`config.mk`:
```
export PLATFORM = sky130hd
export DESIGN_NAME = dsi_bridge_seq
export DESIGN_NICKNAME = d
export VERILOG_FILES = /design/src/rtl/dsi_bridge_seq.sv
export SDC_FILE = /design/constraint.sdc
export NUM_CORES = 1
export LEC_CHECK = 0
export ABC_AREA = 1
export BUFFER_PORTS_ARGS = -buffer_cell sky130_fd_sc_hd__buf_2
export CORE_ASPECT_RATIO = 0.7
export CORE_MARGIN = 2
export CORE_UTILIZATION = 60
export DETAILED_ROUTE_END_ITERATION = 8
export PLACE_DENSITY = 0.89
export REMOVE_ABC_BUFFERS = 1
export SLEW_MARGIN = 25
export SYNTH_ARGS = -nofsm -noshare
export SYNTH_HDL_FRONTEND = slang
export SYNTH_SLANG_ARGS = --single-unit
```
`constraint.sdc`:
```
create_clock -name clk -period 6.7 [get_ports clk]
set_input_delay 0 -clock clk [delete_from_list [all_inputs] [get_ports clk]]
set_output_delay 0 -clock clk [all_outputs]
set_load 0.02 [all_outputs]
```
`src/rtl/dsi_bridge_seq.sv`:
```
module dsi_bridge_seq #(
  parameter int CLKS_PER_US = 100,
  parameter int US_PER_MS   = 1000,
  parameter int RESET_MS    = 10,
  parameter int PLL_US      = 500,
  parameter int DLY_W       = 8
) (
  input  logic             clk,
  input  logic             rst_n,
  input  logic             start,
  input  logic             readback_en,
  input  logic [15:0]      tx_clk_khz,
  input  logic [7:0]       vs_width,
  input  logic [7:0]       hs_width,
  input  logic [7:0]       v_back,
  input  logic [7:0]       h_back,
  input  logic [7:0]       v_front,
  input  logic [7:0]       h_front,
  input  logic [15:0]      h_active,
  input  logic [15:0]      v_active,
  input  logic [4:0]       color_bits,
  input  logic             loose18,
  input  logic [2:0]       lane_cnt,
  input  logic [15:0]      pll_word,
  input  logic [15:0]      lp_div,
  input  logic [DLY_W-1:0] sleep_exit_ms,
  input  logic [DLY_W-1:0] disp_on_ms,
  output logic             bridge_rst_n,
  output logic             cmd_valid,
  input  logic             cmd_ready,
  output logic             cmd_write,
  output logic [7:0]       cmd_addr,
  output logic [15:0]      cmd_wdata,
  input  logic             rsp_valid,
  input  logic [15:0]      rsp_data,
  output logic             done,
  output logic             error
);
  localparam int CYC_PER_MS = CLKS_PER_US * US_PER_MS;
  localparam int RST_CYC    = RESET_MS * CYC_PER_MS;
  localparam int PLL_CYC    = PLL_US * CLKS_PER_US;
  localparam int CNT_W      = $clog2(RST_CYC + PLL_CYC + CYC_PER_MS * (2 ** DLY_W)) + 1;
  localparam logic [4:0] LAST_STEP = 5'd16;

  typedef enum logic [3:0] {
    S_IDLE, S_RST_LO, S_RST_HI, S_RD_REQ, S_RD_WAIT,
    S_WR_REQ, S_PAUSE, S_DONE, S_FAIL
  } st_t;

  st_t              st;
  logic [4:0]       step;
  logic             rd_sel;
  logic [CNT_W-1:0] cnt;
  logic [1:0]       fmt_code;
  logic             fmt_ok;
  logic [7:0]       v_sum, h_sum;
  logic [7:0]       wr_addr;
  logic [15:0]      wr_data;

  wire [15:0] cfg_base = (tx_clk_khz == 16'd0) ? 16'h0321 : 16'h0301;
  wire [15:0] cfg_lp   = (cfg_base & ~16'h0001) | 16'h0042;
  wire [15:0] cfg_hs   = cfg_lp | 16'h0009;
  wire        fmt_bad  = (step == 5'd5) && !fmt_ok;
  wire        wr_go    = (st == S_WR_REQ) && !fmt_bad && cmd_ready;
  wire [CNT_W-1:0] d1_cyc = CNT_W'(sleep_exit_ms) * CNT_W'(CYC_PER_MS);
  wire [CNT_W-1:0] d2_cyc = CNT_W'(disp_on_ms) * CNT_W'(CYC_PER_MS);

  assign v_sum = vs_width + v_back;
  assign h_sum = hs_width + h_back;

  always_comb begin
    fmt_ok   = 1'b1;
    fmt_code = 2'd0;
    case (color_bits)
      5'd16:   fmt_code = 2'd0;
      5'd18:   fmt_code = loose18 ? 2'd2 : 2'd1;
      5'd24:   fmt_code = 2'd3;
      default: fmt_ok = 1'b0;
    endcase
  end

  always_comb begin
    case (step)
      5'd0:    begin wr_addr = 8'hB1; wr_data = {vs_width, hs_width}; end
      5'd1:    begin wr_addr = 8'hB2; wr_data = {v_sum, h_sum}; end
      5'd2:    begin wr_addr = 8'hB3; wr_data = {v_front, h_front}; end
      5'd3:    begin wr_addr = 8'hB4; wr_data = h_active; end
      5'd4:    begin wr_addr = 8'hB5; wr_data = v_active; end
      5'd5:    begin wr_addr = 8'hB6; wr_data = {12'h000, 2'b10, fmt_code}; end
      5'd6:    begin wr_addr = 8'hDE; wr_data = {13'h0000, lane_cnt - 3'd1}; end
      5'd7:    begin wr_addr = 8'hB7; wr_data = cfg_lp; end
      5'd8:    begin wr_addr = 8'hBA; wr_data = pll_word; end
      5'd9:    begin wr_addr = 8'hB8; wr_data = 16'h0000; end
      5'd10:   begin wr_addr = 8'hBB; wr_data = lp_div; end
      5'd11:   begin wr_addr = 8'hB9; wr_data = 16'h0001; end
      5'd12,
      5'd14:   begin wr_addr = 8'hBC; wr_data = 16'h0001; end
      5'd13:   begin wr_addr = 8'hBF; wr_data = 16'h0011; end
      5'd15:   begin wr_addr = 8'hBF; wr_data = 16'h0029; end
      default: begin wr_addr = 8'hB7; wr_data = cfg_hs; end
    endcase
  end

  assign bridge_rst_n = (st != S_RST_LO);
  assign cmd_valid    = (st == S_RD_REQ) || ((st == S_WR_REQ) && !fmt_bad);
  assign cmd_write    = (st == S_WR_REQ);
  assign cmd_addr     = (st == S_WR_REQ) ? wr_addr : (rd_sel ? 8'hB7 : 8'hB0);
  assign cmd_wdata    = (st == S_WR_REQ) ? wr_data : 16'h0000;
  assign done         = (st == S_DONE);
  assign error        = (st == S_FAIL);

  always_ff @(posedge clk) begin
    if (!rst_n) begin
      st     <= S_IDLE;
      step   <= '0;
      rd_sel <= 1'b0;
      cnt    <= '0;
    end else begin
      case (st)
        S_IDLE, S_DONE, S_FAIL:
          if (start) begin
            st     <= S_RST_LO;
            cnt    <= CNT_W'(RST_CYC);
            step   <= '0;
            rd_sel <= 1'b0;
          end
        S_RST_LO:
          if (cnt <= CNT_W'(1)) begin
            st  <= S_RST_HI;
            cnt <= CNT_W'(RST_CYC);
          end else cnt <= cnt - CNT_W'(1);
        S_RST_HI:
          if (cnt <= CNT_W'(1)) st <= readback_en ? S_RD_REQ : S_WR_REQ;
          else cnt <= cnt - CNT_W'(1);
        S_RD_REQ:
          if (cmd_ready) st <= S_RD_WAIT;
        S_RD_WAIT:
          if (rsp_valid) begin
            if (rsp_data != (rd_sel ? 16'h0301 : 16'h2828)) st <= S_FAIL;
            else if (rd_sel) st <= S_WR_REQ;
            else begin
              rd_sel <= 1'b1;
              st     <= S_RD_REQ;
            end
          end
        S_WR_REQ:
          if (fmt_bad) st <= S_FAIL;
          else if (wr_go) begin
            step <= step + 5'd1;
            case (step)
              5'd11:     begin st <= S_PAUSE; cnt <= CNT_W'(PLL_CYC); end
              5'd13:     begin st <= S_PAUSE; cnt <= d1_cyc; end
              5'd15:     begin st <= S_PAUSE; cnt <= d2_cyc; end
              LAST_STEP: st <= S_DONE;
              default:   ;
            endcase
          end
        S_PAUSE:
          if (cnt <= CNT_W'(1)) st <= S_WR_REQ;
          else cnt <= cnt - CNT_W'(1);
        default: st <= S_IDLE;
      endcase
    end
  end
endmodule

```
==> summary.md, run 1 <==
### Status
* completed — status

### Placed design
* 21.6 mm — HPWL Detailed
* 0.972 — global placer's final weighted congestion
* 3.18 ns — worst-case setup slack after placement
* 1607 — number of placed cells counting well taps
* 201 — Buffers on Ports

### Timing
* 0 — # setup viols final
* no — unrepaired setup endpoints after global routing
* 0 ns — Setup TNS
* 3.51 ns — minimum clock period after layout
* 0.00536 ns — post-route clock skew
* 0 — number of endpoints with negative hold slack in the final report
* 30.7% — worst max-slew margin expressed relative to the limit
* 0 — Final Max Slew Viols
* 1.04 ns — pin slew with the least headroom to its limit
* 285 MHz — highest clock rate
* 3.19 ns — post-route worst setup slack
* 52.4% — share of the clock period used by the worst path after layout

### Floorplanning
* 204 — number of top-level pins
* 60.6% — initial core utilization
* 14100 sq um — area of the die
* 99.9 microns — die height
* 13000 sq um — standard cell core area
* 141 microns — floorplan die width
* 35 — row count

### Power
* 5.03 nW — Leakage
* 0.00257 W — total chip power
* 281 nW/um^2 — P per Cell Area
* 0.330 mV — Max rail drop VDD

### Critical path
* flop — startpoint types
* flop — critical path capture point type
* reg -> reg — startpoint-to-endpoint class of the critical path
* 26 — Critical Path Fanout Max
* 3.63 ns — Critical Path AT
* 6.82 ns — Crit path required time
* 13 — worst reg2reg path depth

### Global routing
* 0 — antenna violations before repair
* 41.3 mm — wire length of the first global-routing pass
* 31 — maximum number of pins on one net before global-route repair
* 36.0% — overall global routing resource usage
* 8421 — vias in the first global route
* 0 — overflow left after global routing

### Hold path
* in -> reg — Hold/Removal Path Class
* 3 — Min-Delay Path Depth

### Detailed routing
* 5 — number of iterations in the first detailed-routing pass
* 16.1 microns — drt wl/cell
* 0 — number of DRC violations after detailed routing
* 0 — post-route ant nets
* 26.1 mm — total wire length
* 5.76 — via count normalized by instance count
* 9311 — via count
* 1005 — iteration-0 DRC count of the detailed router

### Clocking
* 36 — clock net sink count
* 0.28 ns — Worst-Skew Late Latency
* yes — clock tree from TritonCTS
* 0.05 ns — clock edge transition at the registers on the reported setup and hold paths
* 0 — number of cells upsized or downsized after cts
* 2 — number of levels in the clock H-tree
* 5 — TritonCTS Buffers
* 2 — CTS max path bufs
* 0 — count of hold buffers inserted by post-cts repair
* 0 — Post-CTS Setup Repair Bufs
* clkbuf_16 — root cell of the clock tree

### Logic synthesis
* 20.3% — share of Yosys cell area claimed by the top area cell type
* 6.25 sq um — Avg Inst Size Synth
* ha_1 — cell accounting for the most synthesized area
* dfxtp_1 — dominant register cell in the synthesized netlist
* 1262 — synthesized netlist cell count
* 385 x nand2_1, 154 x inv_1, 128 x ha_1 — top cell types by occurrence after synthesis
* 0 — total number of yosys warnings
* 52 — Distinct cells, synth
* ha_1 20%, nand2_1 18%, dfxtp_1 9.1%, inv_1 7.3%, fa_1 6.6% — largest cells by area after synthesis
* 7890 sq um — total standard cell area after synthesis
* nand2_1 — most instantiated library cell after synthesis
* 0 — number of enable-type register cells in the synthesized netlist
* 9.14% — sequential-to-total area share from yosys stat
* 36 — number of register bits inferred by synthesis
* 0% — share of synthesized flip-flops with an asynchronous set or reset

### Final layout
* 18.4% — fraction of final layout cells with drive strength greater than 1
* 1616 — final standard cell count with taps included and fillers excluded
* 15.7% — synthesis-to-layout area growth
* 1143 — number of inserted filler cells in the final layout
* 1777 — Net count, final

### Run
* 0 — Max-Cap Viols

## power breakdown
group	switching (W)	total (W)	internal, W
Clock	0.0000892	0.000238	0.000148
Sequential	0.0000831	0.000361	0.000278
Combinational	0.00127	0.00197	0.000696
## stage by stage
stage	hold slack (ns)	area, sq um	util, %
global route	0.0381	9130	70.2
CTS	0.0286	9130	70.2
global placement	0.306	8980	69.0
finish	0.0270	9130	70.2
detailed placement	0.319	8980	69.0
floorplan	0.111	7750	-
## cell type report
type	count	area, sq um	share of cell area, %
tap	166	208	2.28
sequential	36	721	7.90
inverter	165	619	6.79
clock buffer	8	146	1.60
timing repair buffer	203	1020	11.2
multi-input combinational	1037	6410	70.2
antenna	1	2.50	0.0274
## flip-flops by register name, indices dropped and copies added, names as in the netlist
signal / count
step: 5
st: 4
rd_sel: 1
cnt: 26
## critical path, stage by stage (launching register included)
cell	delay (ns)
dfxtp_1	0.40
ha_1	0.20
inv_1	0.08
nor2_1	0.12
ha_1	0.61
inv_1	0.28
nand2_2	0.25
nor2_2	0.10
nand2_1	0.08
nand3_2	0.12
nor2_4	0.50
inv_2	0.34
nand2_1	0.18
a21oi_2	0.06
## final timing paths
| check | endpoint | slack [ns] | startpoint |
|---|---|---|---|
| hold reg to reg | cnt[25] | 0.47 | cnt[25] |
| setup reg to reg | cnt[4] | 3.19 | step[1] |
| hold / removal | step[1] | 0.03 | cmd_ready |
| setup / recovery | cnt[4] | 3.19 | step[1] |
## layer usage
metal  track usage [%]  routed length [microns]
met2              52.9                    10700
met5                 0                        0
met1              53.4                    11900
met4              6.77                      380
met3              9.49                     3080
## logic make-up after synthesis
group	Yosys count	synth area share, %
compound gates	176	13.7
xor+xnor	31	3.44
fa+ha+maj	154	26.9
buf+inv	190	9.64
flops	36	9.14
other cells	1	0.0475
simple gates	674	37.2
## placed cells by master, fill, tap and decap left out, drive strengths merged, types with 7 or more instances in the layout
master,Yosys,layout
inv,163,163
and2,8,8
a22o,9,9
or2,17,17
xnor2,12,12
o21ai,47,47
buf,13,203
nand3,73,73
fa,26,26
a21oi,75,75
o211ai,7,7
xor2,19,19
ha,128,128
a221oi,14,14
nor2,121,121
dfxtp,36,36
nand3b,9,9
nand4,26,26
clkbuf,12,8
nand2,391,391
nor3,22,22
(Power assumes the default switching activity.)
==> inputs of run 2 (changes only) <==
- CORE_UTILIZATION: 60 -> 50
- PLACE_DENSITY: 0.89 -> 0.79
- clock period: 6.7 -> 3 ns (I/O delays scaled with it)
==> run 2 against run 1 <==
Clock power up 120%. Critical endpoint is now cnt[18]. Count of clock-buffer cells in the layout unchanged. Critical path type is now in -> reg. Sequential share of layout area down 1.1 points. Wire length up 11%. Largest cell class unchanged. Power rose to 2.7 times the previous value. Worst hold slack worse by 0.0018 ns. Via count up 5.2%.
==> summary.md, run 2 (same netlist as run 1, synthesis figures left out) <==
### Timing
* 0 — number of endpoints with negative hold slack in the final report, unchanged
* 0 — Final Max Slew Viols, unchanged
* 0 ns — Setup TNS, unchanged
* 2.95 ns — minimum clock period after layout
* 0.00410 ns — post-route clock skew, was 0.00536 ns
* 32.8% — worst max-slew margin expressed relative to the limit, was 30.7%
* 0 — # setup viols final, unchanged
* 98.5% — share of the clock period used by the worst path after layout
* yes — unrepaired setup endpoints after global routing, was no
* 0.0450 ns — post-route worst setup slack, was 3.19 ns
* 1.01 ns — pin slew with the least headroom to its limit, was 1.04 ns
* 338 MHz — highest clock rate

### Critical path
* in -> reg — startpoint-to-endpoint class of the critical path, was reg -> reg
* flop — critical path capture point type, unchanged
* primary input — startpoint types, was flop
* 4 — Critical Path Fanout Max, was 26
* 3.18 ns — Crit path required time, was 6.82 ns
* 3.13 ns — Critical Path AT, was 3.63 ns

### Global routing
* 8632 — vias in the first global route, was 8421
* 0 — overflow left after global routing, unchanged
* 0 — antenna violations before repair, unchanged
* 42.8 mm — wire length of the first global-routing pass, was 41.3 mm
* 27 — maximum number of pins on one net before global-route repair, was 31
* 31.2% — overall global routing resource usage, was 36.0%

### Placed design
* 22.0 mm — HPWL Detailed, was 21.6 mm
* 1715 — number of placed cells counting well taps, was 1607
* 0.958 — global placer's final weighted congestion, was 0.972
* 201 — Buffers on Ports, unchanged
* -0.500 ns — worst-case setup slack after placement, was 3.18 ns

### Final layout
* 30.5% — fraction of final layout cells with drive strength greater than 1, was 18.4%
* 1731 — final standard cell count with taps included and fillers excluded, was 1616
* 1859 — Net count, final, was 1777
* cnt — largest reg by FF count, unchanged
* 0 — antenna diode count, was 1
* 355 x nand2_1, 196 x buf_2, 144 x inv_1 — leading cell types in the layout, fill and taps excluded, was 385 x nand2_1, 201 x buf_2, 154 x inv_1
* 26 — Largest register FFs, unchanged
* 34.2% — synthesis-to-layout area growth, was 15.7%
* nand2_1 — most frequent standard cell in the layout excluding fill and tap cells, unchanged
* cnt (26), step (5), st (4) — biggest regs, unchanged

### Detailed routing
* 1138 — iteration-0 DRC count of the detailed router, was 1005
* 29.0 mm — total wire length, was 26.1 mm
* 16.7 microns — drt wl/cell, was 16.1 microns
* 0 — number of DRC violations after detailed routing, unchanged
* 9797 — via count, was 9311
* 7 — number of iterations in the first detailed-routing pass, was 5
* 5.66 — via count normalized by instance count, was 5.76
* 0 — post-route ant nets, unchanged

### Floorplanning
* 15500 sq um — standard cell core area, was 13000 sq um
* 51.0% — initial core utilization, was 60.6%
* 109 microns — die height, was 99.9 microns
* 154 microns — floorplan die width, was 141 microns
* 204 — number of top-level pins, unchanged
* 38 — row count, was 35
* 16800 sq um — area of the die, was 14100 sq um

### Clocking
* 2 — CTS max path bufs, unchanged
* yes — clock tree from TritonCTS, unchanged
* 36 — clock net sink count, unchanged
* 2 — number of levels in the clock H-tree, unchanged
* 5 — TritonCTS Buffers, unchanged
* 0.06 ns — clock edge transition at the registers on the reported setup and hold paths, was 0.05 ns
* 0.28 ns — Worst-Skew Late Latency, about the same
* clkbuf_16 — root cell of the clock tree, unchanged

### Power
* 656 nW/um^2 — P per Cell Area, was 281 nW/um^2
* 5.50 nW — Leakage, was 5.03 nW
* 1.00 mV — Max rail drop VDD, was 0.330 mV

### Run
* 0 — Max-Cap Viols, unchanged

### Status
* completed — status, unchanged

### Hold path
* in -> reg — Hold/Removal Path Class, unchanged

[run 2: cell count changes in the layout (fill, tap and decap cells not counted), moves of 6 or more]
cell,delta
nand2_4,+6
nand2_2,+24
nand2_1,-30
a21oi_2,+13
nand3_2,+12
nor3_2,+6
a21oi_1,-13
nand3_1,-13
ha_1,-36
nor3_1,-6
ha_4,+34
buf_4,+80
inv_1,-10
inv_2,+10
[run 2: final cells by class]
cell class | count | area, sq um
clock buffers | 8 | 146
repair buffers | 285 | 1690
inverters | 165 | 623
flip-flops and latches | 36 | 721
multi-input cells | 1037 | 7150
fillers | 1286 | 4870
well taps | 200 | 250
[run 2: per-layer routing]
layer	up-vias	GRT usage [%]	routed length, microns
met5	-	0	0
met4	0	5.47	551
met3	75	6.72	3240
met2	584	46.5	12400
met1	4430	46.4	12700
li1	4708	-	-
[run 2: where the power goes]
part | internal (W) | switching, W
Clock | 0.000332 | 0.000202
Combinational | 0.00231 | 0.00330
Sequential | 0.000621 | 0.000179
Total | 0.00327 | 0.00368
[run 2: path summary, 6_finish.rpt]
check                                       from      end  slack [ns]  cells after the start
worst min register to register           cnt[25]  cnt[25]        0.47                      2
worst max-delay path            sleep_exit_ms[4]  cnt[18]        0.05                     17
worst min-delay path                   cmd_ready  step[1]        0.03                      3
worst max register to register           step[1]  cnt[10]        0.38                     11
[run 2: repair_timing]
item / 4_1_cts / 5_1_grt
pin swaps: 11 / 66
gates resized for setup: 26 / 123
setup endpoints to repair: 18 / 33
hold buffers: 0 / 0
gates cloned: 0 / 0
setup buffers: 1 / 7
[run 2: critical path: stages]
cell and delay (ns):
buf_8 0.10, buf_4 0.14, ha_4 0.28, fa_1 0.44, fa_2 0.56, ha_4 0.20
ha_4 0.28, nand2_1 0.07, nand2_1 0.12, inv_1 0.09, nand2_2 0.12, a21oi_1 0.11
or2_2 0.28, nand3_1 0.11, a21oi_2 0.08, nor2_1 0.10, nor2_1 0.04
[run 2: stage by stage]
step,hold slack (ns),total power (W),util (%),area [sq um]
finish,0.0252,0.00695,68.5,10600
global route,0.0362,0.00750,68.5,10600
CTS,0.0316,0.00616,64.2,9910
detailed placement,0.320,0.00543,62.0,9580
global placement,0.306,0.00535,62.0,9580
floorplan,0.111,0.00399,-,7750
